--- config.mk ---
export PLATFORM = sky130hd
export DESIGN_NAME = gpio_irq_bank
export DESIGN_NICKNAME = d
export VERILOG_FILES = /design/src/rtl/gpio_irq_pkg.sv /design/src/rtl/gpio_irq_sync.sv /design/src/rtl/gpio_irq_detect.sv /design/src/rtl/gpio_irq_regs.sv /design/src/rtl/gpio_irq_bank.sv
export SDC_FILE = /design/constraint.sdc
export NUM_CORES = 1
export LEC_CHECK = 0
export ABC_AREA = 1
export CAP_MARGIN = 20
export CORE_MARGIN = 8
export CORE_UTILIZATION = 26
export CTS_CLUSTER_DIAMETER = 80
export DETAILED_ROUTE_END_ITERATION = 6
export GPL_ROUTABILITY_DRIVEN = 0
export PLACE_DENSITY_LB_ADDON = 0.25
export SLEW_MARGIN = 15
export SYNTH_ARGS = -nofsm -noshare
export SYNTH_HDL_FRONTEND = slang
export SYNTH_SLANG_ARGS = --single-unit
--- constraint.sdc ---
create_clock -name clk -period 1.84 [get_ports clk]
set_clock_uncertainty 0.1 [all_clocks]
set_input_delay 0.368 -clock clk [delete_from_list [all_inputs] [get_ports clk]]
set_output_delay 0.368 -clock clk [all_outputs]
set_load 0.01 [all_outputs]
--- src/rtl/gpio_irq_pkg.sv ---
package gpio_irq_pkg;
  localparam logic [4:0] OFF_EN  = 5'h00;
  localparam logic [4:0] OFF_MA  = 5'h04;
  localparam logic [4:0] OFF_MB  = 5'h08;
  localparam logic [4:0] OFF_MC  = 5'h0C;
  localparam logic [4:0] OFF_PND = 5'h10;
endpackage

--- src/rtl/gpio_irq_sync.sv ---
module gpio_irq_sync #(
  parameter int W = 32
) (
  input  logic         clk,
  input  logic [W-1:0] pin_in,
  output logic [W-1:0] cur,
  output logic [W-1:0] prev
);
  logic [W-1:0] meta;

  // Free-running chain: prev tracks cur even during reset, so no edge is seen at release.
  always_ff @(posedge clk) begin
    meta <= pin_in;
    cur  <= meta;
    prev <= cur;
  end
endmodule

--- src/rtl/gpio_irq_detect.sv ---
module gpio_irq_detect #(
  parameter int W = 32
) (
  input  logic         clk,
  input  logic         rst,
  input  logic [W-1:0] cur,
  input  logic [W-1:0] prev,
  input  logic [W-1:0] en,
  input  logic [W-1:0] mode_a,
  input  logic [W-1:0] mode_b,
  input  logic [W-1:0] mode_c,
  output logic [W-1:0] hit
);
  for (genvar i = 0; i < W; i++) begin : g_pin
    logic ev;
    always_comb begin
      if (mode_b[i])
        ev = mode_a[i] ? cur[i] : ~cur[i];
      else if (mode_c[i])
        ev = cur[i] ^ prev[i];
      else if (mode_a[i])
        ev = cur[i] & ~prev[i];
      else
        ev = ~cur[i] & prev[i];
    end
    assign hit[i] = ev & en[i];
  end

  // an edge-mode pin only fires when its synchronised value moved
  a_r3_edge_needs_change: assert property (@(posedge clk) disable iff (rst)
    (hit & ~mode_b & ~(cur ^ prev)) == '0);
endmodule

--- src/rtl/gpio_irq_regs.sv ---
module gpio_irq_regs #(
  parameter int W      = 32,
  parameter int ADDR_W = 5
) (
  input  logic              clk,
  input  logic              rst,
  input  logic              wr_en,
  input  logic              rd_en,
  input  logic [ADDR_W-1:0] addr,
  input  logic [W-1:0]      wdata,
  input  logic [W-1:0]      hit,
  output logic [W-1:0]      en,
  output logic [W-1:0]      mode_a,
  output logic [W-1:0]      mode_b,
  output logic [W-1:0]      mode_c,
  output logic [W-1:0]      rdata,
  output logic              irq_out
);
  import gpio_irq_pkg::*;

  logic [W-1:0] pnd;
  logic [W-1:0] clr;
  logic [W-1:0] rd_mux;
  logic         wr_pnd;

  assign wr_pnd = wr_en && (addr == ADDR_W'(OFF_PND));
  assign clr    = wr_pnd ? wdata : '0;

  always_comb begin
    unique case (addr)
      ADDR_W'(OFF_EN):  rd_mux = en;
      ADDR_W'(OFF_MA):  rd_mux = mode_a;
      ADDR_W'(OFF_MB):  rd_mux = mode_b;
      ADDR_W'(OFF_MC):  rd_mux = mode_c;
      ADDR_W'(OFF_PND): rd_mux = pnd;
      default:          rd_mux = '0;
    endcase
  end

  always_ff @(posedge clk) begin
    if (rst) begin
      en      <= '0;
      mode_a  <= '0;
      mode_b  <= '0;
      mode_c  <= '0;
      pnd     <= '0;
      rdata   <= '0;
      irq_out <= 1'b0;
    end else begin
      // new events override a same-cycle clear
      pnd     <= (pnd & ~clr) | hit;
      irq_out <= |(pnd & en);
      rdata   <= rd_en ? rd_mux : '0;
      if (wr_en) begin
        if (addr == ADDR_W'(OFF_EN)) en     <= wdata;
        if (addr == ADDR_W'(OFF_MA)) mode_a <= wdata;
        if (addr == ADDR_W'(OFF_MB)) mode_b <= wdata;
        if (addr == ADDR_W'(OFF_MC)) mode_c <= wdata;
      end
    end
  end

  // a pending bit falls only under a pending-word write
  a_r6_sticky: assert property (@(posedge clk) disable iff (rst)
    !wr_pnd |=> ((~pnd & $past(pnd)) == '0));
  // bits written as 1 and not hit at that edge are clear afterwards
  a_r6_w1c: assert property (@(posedge clk) disable iff (rst)
    wr_pnd |=> ((pnd & $past(wdata) & ~$past(hit)) == '0));
  // the detector never reports a disabled pin
  a_r7_masked: assert property (@(posedge clk) disable iff (rst)
    (hit & ~en) == '0);
  // a request rises only after an enabled pending bit existed
  a_r8_irq_cause: assert property (@(posedge clk) disable iff (rst)
    $rose(irq_out) |-> $past(|(pnd & en)));
endmodule

--- src/rtl/gpio_irq_bank.sv ---
module gpio_irq_bank #(
  parameter int PINS   = 32,
  parameter int ADDR_W = 5
) (
  input  logic              clk,
  input  logic              rst,
  input  logic [PINS-1:0]   pin_in,
  input  logic              wr_en,
  input  logic              rd_en,
  input  logic [ADDR_W-1:0] addr,
  input  logic [PINS-1:0]   wdata,
  output logic [PINS-1:0]   rdata,
  output logic              irq_out
);
  logic [PINS-1:0] cur, prev, hit, en, mode_a, mode_b, mode_c;

  gpio_irq_sync #(.W(PINS)) u_sync (
    .clk(clk), .pin_in(pin_in), .cur(cur), .prev(prev)
  );

  gpio_irq_detect #(.W(PINS)) u_det (
    .clk(clk), .rst(rst), .cur(cur), .prev(prev), .en(en),
    .mode_a(mode_a), .mode_b(mode_b), .mode_c(mode_c), .hit(hit)
  );

  gpio_irq_regs #(.W(PINS), .ADDR_W(ADDR_W)) u_regs (
    .clk(clk), .rst(rst), .wr_en(wr_en), .rd_en(rd_en), .addr(addr),
    .wdata(wdata), .hit(hit), .en(en), .mode_a(mode_a), .mode_b(mode_b),
    .mode_c(mode_c), .rdata(rdata), .irq_out(irq_out)
  );
endmodule

; ---- After elaboration in Yosys (flattened, before gate mapping)
; Cells that the tools add are included.
[totals]
ff_bits = 289
[classes]
n_eq_ne = 4
mux = 130
bitwise = 197
reduce_logical = 8
[op_table]
columns = op, count
row1 = one-hot mux 32 bit (5 select lines), 1
row2 = two-way mux 1 bit, 128
row3 = bitwise AND 1 bit, 96
row4 = inverter 1 bit, 65
row5 = bitwise AND 32 bit, 2
row6 = two-way mux 32 bit, 1
row7 = inverter 32 bit, 1
row8 = bitwise OR 32 bit, 1
row9 = OR reduction 32 bit, 1
row10 = XOR 1 bit, 32
row11 = equality test 5 x 4 -> 1 bit (second input constant), 2
row12 = AND reduction 2 bit, 4
row13 = equality test 5 x 3 -> 1 bit (second input constant), 1
row14 = equality test 5 bit (second input constant), 1
row15 = zero test 5 bit, 1
row16 = OR reduction 2 bit, 1
row17 = logical AND 1 bit, 1

; ---- Longest topological paths before layout
[logic_depth]
word_depth = 7
depth_mapped = 9

; ---- By module
; From an unflattened synthesis, not the netlist that was laid out.
[unflattened]
hier_cells = 1841
area_unflattened_um2 = 13309.0
[modules_own_cells]
columns = module, n_inst, cells_per_inst, area_each_um2, seq_area_each_um2
row1 = gpio_irq_regs, 1, 1137, 8344.3, 3863.7
row2 = gpio_irq_detect, 1, 608, 3042.9, 0.0
row3 = gpio_irq_sync, 1, 96, 1921.8, 1921.8

; ---- Least setup slack after synthesis
; OpenSTA, ideal clock, no wires.
[synth_timing]
path_kind = in2reg
from = input port addr[2]
to = register u_regs.pnd[30]
arrival_ps = 1379
required_time_ps = 1608
slack_ps = 229
path_stages = 9
path_buffers = 3
path_cell_list = buf_2 > nor2_2 > nand2_1 > nor2_1 > buf_2 > buf_2 > nand3_1 > nand2_1 > a21oi_1
[synth_between]
elab_chain_len = 6
[synth_rtl]
columns = element, line_no
row1 = start: declaration, gpio_irq_bank.sv:10  ; input logic [ADDR_W-1:0] addr,
row2 = equality test 5 bit, gpio_irq_regs.sv:26  ; assign wr_pnd = wr_en && (addr == ADDR_W'(OFF_PND));
row3 = logical AND 1 bit, gpio_irq_regs.sv:26
row4 = two-way mux 32 bit, gpio_irq_regs.sv:27  ; assign clr = wr_pnd ? wdata : '0;
row5 = inverter 32 bit, gpio_irq_regs.sv:51  ; pnd <= (pnd & ~clr) | hit;
row6 = bitwise AND 32 bit, gpio_irq_regs.sv:51
row7 = bitwise OR 32 bit, gpio_irq_regs.sv:51
row8 = end signal: assignment, gpio_irq_regs.sv:51
row9 = end: declaration, gpio_irq_regs.sv:21  ; logic [W-1:0] pnd;
; No other way between the ends.
; A chain may end at the register's enable or synchronous reset.

; ---- Final worst setup path
[layout_timing]
from = input port addr[1]
to = register u_regs.rdata[11]
[layout_between]
elab_chain_len = 2
elab_cells_between_ends = 6
[layout_rtl]
columns = element, line_no
row1 = "equality test 5 bit, or another cell as far along", gpio_irq_regs.sv:30  ; unique case (addr)
row2 = one-hot mux 32 bit (5 select lines) *, gpio_irq_regs.sv:30
row3 = end signal: assignment, gpio_irq_regs.sv:53  ; rdata <= rd_en ? rd_mux : '0;
row4 = end: declaration, gpio_irq_regs.sv:16  ; output logic [W-1:0] rdata,
; Mark *: on every way between the ends. The rest lies on a longest branch, timed or not.

==> out/summary.txt <==
CP delay by family, top: buffers and inverters
via count: 11400
CTS tree: built
Finished Layout Cells: 2454
GRT Total Usage: 0.139
Post-CTS Setup Inserts: 0
final worst setup slack: 0.142 ns
P_leak: 0.00669 uW
vias in the first global route: 11300
Worst path max stage delay: 0.44 ns
Setup crit start kind: input pin
net switching power: 3430 uW
XOR/XNOR share of the synthesized area: 0
post-synthesis cell type count: 16
fin area: 15900 um^2
WS Path Type: input pin to flip-flop
commonest non-fill, non-tap cell in the layout: nand2_1
Layout Area Growth over Synthesis: 27.2%
dpl hpwl: 27000 um
Clock Power Share: 0.478
cts bufs inserted: 36
H-tree levels: 2
final setup fails: 0
synthesized flop and latch total: 289
WP data required: 2.19 ns
largest family of logic cells by synthesized area: simple AND/OR/NAND/NOR gates
Via density: 4.64
Max IR drop VDD: 0.000385 V
compound-cell area share of the yosys netlist: 0.110
RSZ-0062 raised after global routing: no
Mapped Cells: 1697
hold_buf cts: 0
DR DRC count: 0
initial core utilization: 0.263
Comb pwr share: 0.070
yosys warns: 0
Routed WL: 39200 um
CTS clk-pin slew, worst paths: 0.06 ns
Inst Count DP: 2395
Core Box Area: 47600 um^2
Slew Limit Fails: 0
DRT antenna net count: 0
Critical path buffers and inverters: 3
Achievable Freq: 0.589 GHz
fill cell count: 5022
Tcrit/Tclk final: 0.923
post-synthesis cell area: 12500 um^2
Pwr Density: 906 nW/um^2
utilization after layout: 0.334
worst-path maximum fanout: 17
status: complete, no violations
Internal: 11000 uW
CTS sink count: 289
first-pass GRT wire length: 62900 um
synthesized-area fraction occupied by adder cells: 0.0640
pin count of the biggest net entering global routing: 69
antenna violations before repair: 1
CTS max path bufs: 3
Placed Area: 14800 um^2
hold crit path type: input pin to flip-flop
# nets final: 1955
Ports: 106
Synth Area in Simple Gates: 0.283
final worst path period need: 1.70 ns
Flop pwr share: 0.452
die height: 235 um
die width: 235 um
Root Driver: clkbuf_16
commonest cells after routing, fill and taps aside: nand2_1 (340), dfxtp_1 (288), nor2_1 (202)
# rows: 80
sequential fraction of the synthesis area: 0.462
Slew headroom: 0.645
max-cap violations: 0
Worst-Margin Slew: 0.532 ns
final hold vios: 0
Worst Path Arrival: 2.05 ns
share of cells above drive strength 1: 0.0756
starting DRC count in detailed routing: 722
port bufs: 105
DP Worst Slack: -0.420 ns
Pre-Repair DR Iteration Count: 5
cells along the critical path: clkdlybuf4s50_1 -> nor2_4 -> buf_4 -> buf_4 -> nand4_1 -> nand3_1 -> nor2_1 -> nor2_1
GRT overflow: 0
multiplexer share of the synthesized area: 0
area of the die: 55400 um^2
worst skew pair latency: 0.54 ns
synthesized area per cell: 7.38 um^2
Synthesized Nets: 1834
total power: 14400 uW
Critical Path Sink Type: flip-flop
CP max-delay cell: clkdlybuf4s50_1
sw frac: 0.238
wire per inst: 16.0 um
kinds of logic (layout without fill, tap and decap cells):
logic type / after synthesis / in the layout
buffers and inverters: 261 / 402
flip-flops: 289 / 289
adder cells (fa/ha/maj): 64 / 64
AND/OR/NAND/NOR: 809 / 809
AO/OA/AOI/OAI: 274 / 274
other: 0 / 1
through the flow:
step | setup TNS (ns) | hold WS [ns]
2_1_floorplan | 0 | 0.210
3_5_place_dp | -63.59 | 0.212
6_report | 0 | 0.177
3_3_place_gp | -66.36 | 0.214
5_1_grt | 0 | 0.155
4_1_cts | 0 | 0.144
per-layer routing:
metal | vias up | track usage | share of wire
met4 | 0 | 0.0460 | 0.023
li1 | 5835 | - | -
met2 | 234 | 0.241 | 0.47
met3 | 55 | 0.0259 | 0.050
met5 | - | 0 | 0
met1 | 5274 | 0.172 | 0.46
worst reg2reg max path, delay by kind of cell, from the launching register on:
| family | cells | cell delay, ns |
|---|---|---|
| buffers and inverters | 1 | 0.09 |
| AND/OR/NAND/NOR | 4 | 0.29 |
| flip-flops | 1 | 0.43 |
| adder cells (fa/ha/maj) | 1 | 0.30 |
| AO/OA/AOI/OAI | 1 | 0.14 |
layout make-up:
cell class	count	area, um^2	area share
sequential	289	5790	0.363
multi-input combinational	1147	5740	0.360
timing repair buffer	179	1870	0.117
clock buffer	50	1070	0.0675
tap	615	769	0.0483
inverter	165	619	0.0389
clock inverter	8	68.8	0.00432
antenna	1	2.50	0.000157
final timing paths:
kind	from	end	slack, ns	cells after the start
min	pin_in[5]	u_sync.meta[5]$_DFF_P_	0.18	1
min reg2reg	u_sync.meta[30]$_DFF_P_	u_sync.cur[30]$_DFF_P_	0.22	0
max	addr[1]	u_regs.rdata[11]$_SDFF_PP0_	0.14	8
max reg2reg	u_sync.cur[19]$_DFF_P_	u_regs.pnd[19]$_SDFF_PP0_	0.42	7
synth_stat cells:
master | instances | area share
nand2_1 | 340 | 0.10
dfxtp_1 | 289 | 0.46
nor2_1 | 203 | 0.061
inv_1 | 163 | 0.049
o21ai_0 | 143 | 0.057
nand4_1 | 132 | 0.066
nand3_1 | 130 | 0.052
a21oi_1 | 129 | 0.052
ha_1 | 64 | 0.064
clkbuf_1 | 62 | 0.019
buf_2 | 27 | 0.011
buf_1 | 5 | 0.0015
nor2_2 | 4 | 0.0020
buf_4 | 2 | 0.0012
clkinv_1 | 2 | 0.00060
o21ai_1 | 2 | 0.00080
sequential cells by signal (all words and copies together), names as in the netlist:
register / cells
u_regs.rdata: 32
u_sync.meta: 32
u_sync.prev: 32
u_regs.pnd: 32
u_regs.en: 32
u_regs.mode_c: 32
u_regs.mode_a: 32
u_sync.cur: 32
u_regs.irq_out: 1
u_regs.mode_b: 32
power groups by stage:
| stage | registers (uW) | logic (uW) | clock network (uW) |
|---|---|---|---|
| 2_1_floorplan | 6620 | 493 | 0 |
| 3_3_place_gp | 6660 | 996 | 0 |
| 3_5_place_dp | 6660 | 1010 | 0 |
| 4_1_cts | 6520 | 1010 | 7120 |
| 5_1_grt | 6540 | 1120 | 7370 |
| 6_report | 6520 | 1010 | 6900 |
what timing repair did:
item                                   in CTS  in global routing
setup endpoints to repair                  33                  9
endpoints found under the hold margin       0                  0
resized for setup                          34                  1
cloned                                      0                  0
pin swaps                                   0                  1
Power figures use the tool's default switching activity.
